`config.mk`:
```
export PLATFORM = sky130hd
export DESIGN_NAME = pma_regs
export DESIGN_NICKNAME = d
export VERILOG_FILES = /design/src/rtl/pma_pkg.sv /design/src/rtl/pma_regs.sv
export SDC_FILE = /design/constraint.sdc
export NUM_CORES = 2
export LEC_CHECK = 0
export CAP_MARGIN = 20
export CORE_AREA = 2 2 522 524
export CTS_CLUSTER_DIAMETER = 80
export CTS_CLUSTER_SIZE = 12
export DETAILED_ROUTE_END_ITERATION = 8
export DIE_AREA = 0 0 524 526
export DONT_BUFFER_PORTS = 1
export GPL_TIMING_DRIVEN = 0
export PLACE_DENSITY = 0.44
export SETUP_SLACK_MARGIN = 0.2
export SKIP_CTS_REPAIR_TIMING = 1
export SYNTH_ARGS = -nofsm -noshare
export SYNTH_HDL_FRONTEND = slang
export SYNTH_SLANG_ARGS = --single-unit
```
`constraint.sdc`:
```
create_clock -name clk_i -period 2.8 [get_ports clk_i]
set_input_delay 0.14 -clock clk_i [delete_from_list [all_inputs] [get_ports clk_i]]
set_output_delay 0.14 -clock clk_i [all_outputs]
set_load 0.05 [all_outputs]
```
`src/rtl/pma_pkg.sv`:
```
package pma_pkg;
  typedef enum logic [1:0] {
    MODE_OFF   = 2'd0,
    MODE_TOR   = 2'd1,
    MODE_NA4   = 2'd2,
    MODE_NAPOT = 2'd3
  } pma_mode_e;

  typedef struct packed {
    logic      lock;
    logic      cache;
    logic      amo;
    pma_mode_e mode;
    logic      x;
    logic      w;
    logic      r;
  } pma_cfg_t;

  localparam logic [1:0] ACC_LOAD  = 2'd0;
  localparam logic [1:0] ACC_STORE = 2'd1;
  localparam logic [1:0] ACC_FETCH = 2'd2;
  localparam logic [1:0] ACC_AMO   = 2'd3;
  localparam logic [1:0] PRIV_M    = 2'd3;
endpackage

```
`src/rtl/pma_regs.sv`:
```
module pma_regs
  import pma_pkg::*;
#(
  parameter int N         = 16,
  parameter int EPC       = 4,
  parameter int AW        = 34,
  parameter int DW        = 64,
  parameter int GRAN_LOG2 = 6,
  parameter int IW        = 5
) (
  input  logic                 clk_i,
  input  logic                 rst_ni,
  input  logic                 csr_we_i,
  input  logic [1:0]           csr_priv_i,
  input  logic [IW-1:0]        csr_idx_i,
  input  logic [DW-1:0]        csr_wdata_i,
  output logic [DW-1:0]        csr_rdata_o,
  output pma_cfg_t [N-1:0]     cfg_o,
  output logic [N-1:0][AW-1:0] addr_o,
  output logic [N-1:0][AW-1:0] mask_o
);
  localparam int NCFG = N / EPC;
  localparam int LOWB = GRAN_LOG2 - 3;
  localparam logic [AW-1:0] LOW_ONES = (AW'(1) << LOWB) - AW'(1);

  pma_cfg_t [N-1:0]     cfg_q;
  logic [N-1:0][AW-1:0] addr_q, mask_q;
  logic [N-1:0]         addr_lock;
  logic                 wr_ok;

  function automatic logic [AW-1:0] napot_mask(input logic [AW-1:0] a);
    logic [AW-1:0] r;
    r = a | LOW_ONES;
    return r ^ (r + AW'(1));
  endfunction

  assign wr_ok = csr_we_i && (csr_priv_i == PRIV_M);

  for (genvar e = 0; e < N; e++) begin : g_lock
    if (e + 1 < N) begin : g_nxt
      assign addr_lock[e] = cfg_q[e].lock | (cfg_q[e+1].lock & (cfg_q[e+1].mode == MODE_TOR));
    end else begin : g_last
      assign addr_lock[e] = cfg_q[e].lock;
    end
  end

  always_ff @(posedge clk_i or negedge rst_ni) begin
    if (!rst_ni) begin
      cfg_q  <= '0;
      addr_q <= '0;
      for (int e = 0; e < N; e++) mask_q[e] <= napot_mask('0);
    end else if (wr_ok) begin
      for (int e = 0; e < N; e++) begin
        if (csr_idx_i == IW'(e / EPC) && !cfg_q[e].lock) begin
          cfg_q[e]  <= pma_cfg_t'(csr_wdata_i[8*(e%EPC) +: 8]);
          mask_q[e] <= napot_mask(addr_q[e]);
        end
        if (csr_idx_i == IW'(NCFG + e) && !addr_lock[e]) begin
          addr_q[e] <= csr_wdata_i[AW-1:0];
          mask_q[e] <= napot_mask(csr_wdata_i[AW-1:0]);
        end
      end
    end
  end

  always_comb begin
    csr_rdata_o = '0;
    for (int c = 0; c < NCFG; c++)
      if (csr_idx_i == IW'(c))
        for (int j = 0; j < EPC; j++) csr_rdata_o[8*j +: 8] = cfg_q[c*EPC+j];
    for (int e = 0; e < N; e++)
      if (csr_idx_i == IW'(NCFG + e)) csr_rdata_o[AW-1:0] = addr_q[e];
  end

  assign cfg_o  = cfg_q;
  assign addr_o = addr_q;
  assign mask_o = mask_q;

  assert_low_priv_ignored_R2: assert property (@(posedge clk_i) disable iff (!rst_ni)
    (csr_we_i && csr_priv_i != PRIV_M) |=> ($stable(cfg_q) && $stable(addr_q)));

  for (genvar e = 0; e < N; e++) begin : g_lock_chk
    assert_lock_holds_R3: assert property (@(posedge clk_i) disable iff (!rst_ni)
      cfg_q[e].lock |=> ($stable(cfg_q[e]) && $stable(addr_q[e])));
  end
endmodule

```
==> Word-level counts from Yosys, hierarchy flattened <==
Index checks and enable logic that the tools add are counted.
{ "totals": {"reg_bits": 1216, "input_bits": 74, "output_inout_bits": 1280, "wordCells": 424} }
{ "op_classes": {"add_sub_neg": 17, "eq_ne": 35, "muxes": 52, "bitwise_logic": 47, "n_reduce_logical": 129} }
{ "op_table": {"columns": ["op", "n"], "rows": [
  ["34-bit two-way mux", 48],
  ["34-bit by 1-bit adder with 34-bit output, second input constant", 17],
  ["34-bit XOR", 17],
  ["32-bit two-way mux", 4],
  ["2-bit AND reduction", 48],
  ["5-bit by 4-bit == test with 1-bit output, second input constant", 8],
  ["1-bit logical AND", 33],
  ["2-bit nonzero test", 16],
  ["1-bit logical NOT", 31],
  ["2-bit by 1-bit == test with 1-bit output, second input constant", 15],
  ["5-bit by 3-bit == test with 1-bit output, second input constant", 4],
  ["5-bit == test, second input constant", 4],
  ["1-bit AND", 15],
  ["1-bit OR", 15],
  ["5-bit by 2-bit == test with 1-bit output, second input constant", 2],
  ["5-bit by 1-bit == test with 1-bit output, second input constant", 1],
  ["5-bit logical NOT", 1],
  ["2-bit == test, second input constant", 1]
]} }

==> Logic depth before layout (Yosys ltp) <==
{ "logic_depth": {"depth_word": 21, "ltp_mapped": 11, "ltp_nobuf": 7} }

==> Least setup slack after synthesis <==
OpenSTA, ideal clock, no wires.
{ "synth_timing": {"kind": "in2out", "startpoint": "input port csr_idx_i[0]", "endpoint": "output port csr_rdata_o[18]", "t_arrival_ns": 3.115, "t_required_ns": 2.660, "slack_ns": -0.455, "stages": 8, "n_path_buf": 5, "cell_sequence": "buf_2 > buf_2 > buf_2 > buf_2 > clkbuf_1 > a21oi_1 > o22a_1 > nor4_1"} }
{ "synth_via": {"elab_chain_len": 21, "elab_cells_between_ends": 40, "cone_classes": "19 x eq/ne; 20 x mux; 1 x reduce/logical"} }
{ "synth_lines": {"columns": ["item", "line_no", "source"], "rows": [
  ["start: declaration", "pma_regs.sv:15", "input logic [IW-1:0] csr_idx_i,"],
  ["5-bit logical NOT", "pma_regs.sv:69", "if (csr_idx_i == IW'(c))"],
  ["32-bit two-way mux (4 in series)", "pma_regs.sv:69", null],
  ["34-bit two-way mux (15 in series)", "pma_regs.sv:72", "if (csr_idx_i == IW'(NCFG + e)) csr_rdata_o[AW-1:0] = addr_q[e];"],
  ["34-bit two-way mux (*)", "pma_regs.sv:72", null],
  ["end: declaration", "pma_regs.sv:17", "output logic [DW-1:0] csr_rdata_o,"]
]} }
Every way passes the cells marked *; elsewhere a longest branch is shown, timed or not.

==> Worst setup path after layout <==
{ "layout_timing": {"startpoint": "register addr_q, in the netlist addr_o[237]", "endpoint": "output port csr_rdata_o[33]"} }
{ "layout_via": {"elab_chain_len": 10} }
{ "layout_lines": {"columns": ["item", "line_no", "source"], "rows": [
  ["start: declaration", "pma_regs.sv:27", "logic [N-1:0][AW-1:0] addr_q, mask_q;"],
  ["start signal: indexed assignment", "pma_regs.sv:59", "addr_q[e] <= csr_wdata_i[AW-1:0];"],
  ["34-bit two-way mux (10 in series)", "pma_regs.sv:72", null]
]} }
Every way passes these cells.

==> reports/qor.yml <==
run_status: "complete, but fails checks"
violations: "hold timing, setup timing"
synth_warnings: 0
design_area_um2: 74500
crit_arrival_ns: 3.53
cts_tree: "yes"
p_per_area_nw_per_um2: 617
crit_fanout: 3
dp_hpwl_um: 433000
rows: 191
whs_ns: -0.144
area_growth_pct: 31.6
core_area_um2: 270000
placed_area_um2: 64300
synth_edf_count: 0
worst_pin_slew_ns: 1.30
min_period_ns: 3.67
p_leak_nw: 31.0
min_period_over_period_pct: 131
rsz0062_at_grt: "true"
cts.sinks: 1152
die_h_um: 526
slew_headroom_pct: 13.6
htree_levels: 4
drive_above_1_share_pct: 38.8
synth_area_um2: 56600
setup_viol_count_final: 143
synth_area_per_cell_um2: 10.4
p_sw_share_pct: 36.7
p_sw_mw: 16.9
grt_pass1_vias: 51600
intPower_mw: 29.1
ys_seq_area_share_pct: 50.9
via_per_inst: 5.97
dr.pass1.iters: 9
syn_inst: 5418
seqPwrFrac_pct: 48.9
ant_nets: 0
max-vdd-ir-drop_uv: 391
wirelength_um: 535000
hold_violations: 111
grt-ovfl-total: 0
cts_buffers: 140
cts-root-buf: "clkbuf_16"
crit_path_end_kind: "output port"
gr-usage-all-layers_pct: 36.9
clkTransAtPathRegs_ns: 0.07
crit_slowest_cell: "a222oi_1"
io_buffers: 0
final_cell_count_no_fill: 9691
drc: 0
clk_path_buf_depth: 4
worst_path_largest_cell_delay_ns: 0.74
nNetsFinal: 6045
async_reset_ff_share_pct: 100
worst_hold_path_type: "in -> async"
cp_data_required_time_ns: 2.66
place_ws_ns: -2.94
setup_ws_ns: -0.870
ys_ff_latch: 1152
io-pin-count: 1354
worstSetupPathType: "reg -> out"
drtIter0Drc: 8126
grt_pass1_wl_um: 646000
drv_cap: 0
num_vias: 57900
clock.fmax_ghz: 0.272
die-area_um2: 276000
antenna_found_initial: 129
place_inst: 9233
clock_latency_ns: 0.91
finalPower_mw: 45.9
setup_tns_ns: -48.45
grt_max_degree: 254
path_cells: "a22oi_2 -> o21ai_2 -> a222oi_1 -> o211ai_1 -> a221o_2"
clock_power_share_pct: 40.8
slew_viol_final: 0
die_w_um: 524
wl_per_cell_um: 55.2
globalplace.congestion: 1.06
worst_clock_skew_ns: 0.0830
synth.distinct_cells: 92
finish.utilization_pct: 27.6
start_util_pct: 21.0
synth_ff_type: "dfrtp_1"
p_comb_share_pct: 10.3
cp-start-kind: "flop"
-- cell families after synthesis --
logic type,after synthesis,share of synthesized area (%)
simple gates,1582,13.6
compound gates,1375,15.4
fa+ha+maj,20,0.442
buf+inv,546,4.50
xor+xnor,17,0.263
other cells,2,0.0133
mux,724,14.8
flops,1152,50.9
-- final cells by class --
type | instances | area (µm²)
well taps | 3570 | 4470
inverters | 36 | 141
clock inverters | 46 | 579
flip-flops and latches | 1152 | 29700
diodes | 111 | 278
multi-input cells | 3814 | 28300
fillers | 28300 | 195000
repair buffers | 298 | 4160
plain buffers | 509 | 3140
clock buffers | 155 | 3730
-- critical path: cells and delay by family (launching register included) --
kind,cells,cell delay [ns]
AOI/OAI and AO/OA,5,1.98
DFF,1,0.63
-- cell usage in the layout, fill, tap and decap left out, types with 52 or more instances in the layout --
cell	instances
buf_6	68
buf_8	61
a32oi_1	100
dfrtp_4	127
a22oi_1	104
buf_4	203
o21ai_1	148
dfrtp_1	718
a21oi_1	273
a31oi_1	60
dfrtp_2	307
o21ai_0	241
and4_1	56
nand4_1	81
clkbuf_2	123
diode_2	111
clkbuf_16	145
clkbuf_1	126
and3_1	110
nor2_1	366
nand2_1	531
nand3_1	99
conb_1	94
buf_2	52
mux2_2	624
-- cell usage after synthesis (40+ instances only) --
cell type	count	share of area, %
buf_2	94	0.83
a221oi_1	59	0.91
buf_4	95	1.3
clkbuf_1	280	1.9
nand4_1	81	0.90
a21oi_1	318	2.8
a31oi_1	70	0.77
nor3_1	67	0.59
o21ai_1	126	1.1
and4_1	56	0.87
mux2_2	630	13
nand3_1	117	1.0
a22oi_1	121	1.6
a32oi_1	111	1.7
and3_1	116	1.3
nand2_1	557	3.7
o22ai_1	60	0.66
dfrtp_1	1152	51
mux2i_1	40	0.71
o21ai_0	298	2.6
nor2_1	403	2.7
-- registers in the layout, summed over array words and instances (netlist names) --
signal / cells
addr_o: 544
mask_o: 480
cfg_o: 128
-- metal layers --
layer	GRT usage (%)	share of wire [%]
met3	19.6	15
met1	40.2	34
met4	29.1	10
met2	53.2	41
met5	0	0.089
-- power by group through the flow --
stage / Sequential (mW) / Clock, mW / Combinational [mW]
6_report: 22.5 / 18.7 / 4.73
5_1_grt: 22.4 / 19.4 / 4.79
4_1_cts: 22.3 / 18.8 / 4.04
3_5_place_dp: 22.7 / 0 / 4.02
3_3_place_gp: 22.7 / 0 / 3.26
2_1_floorplan: 20.9 / 0 / 1.92
-- worst paths after layout --
check / start / end / slack (ns) / cells past startpoint
worst max-delay path: addr_o[237]$_DFFE_PN0P_ / csr_rdata_o[33] / -0.87 / 5
worst min-delay path: rst_ni / mask_o[332]$_DFFE_PN0P_ / -0.14 / 2
max in group asynchronous: rst_ni / addr_o[490]$_DFFE_PN0P_ / 0.56 / 5
worst min register to register: cfg_o[47]$_DFFE_PN0P_ / cfg_o[47]$_DFFE_PN0P_ / 0.62 / 1
worst max register to register: cfg_o[111]$_DFFE_PN0P_ / addr_o[408]$_DFFE_PN0P_ / 0.12 / 10
min in group clk_i: csr_wdata_i[18] / mask_o[508]$_DFFE_PN0P_ / -0.02 / 5
No activity file was read; power rests on OpenSTA's default activity.
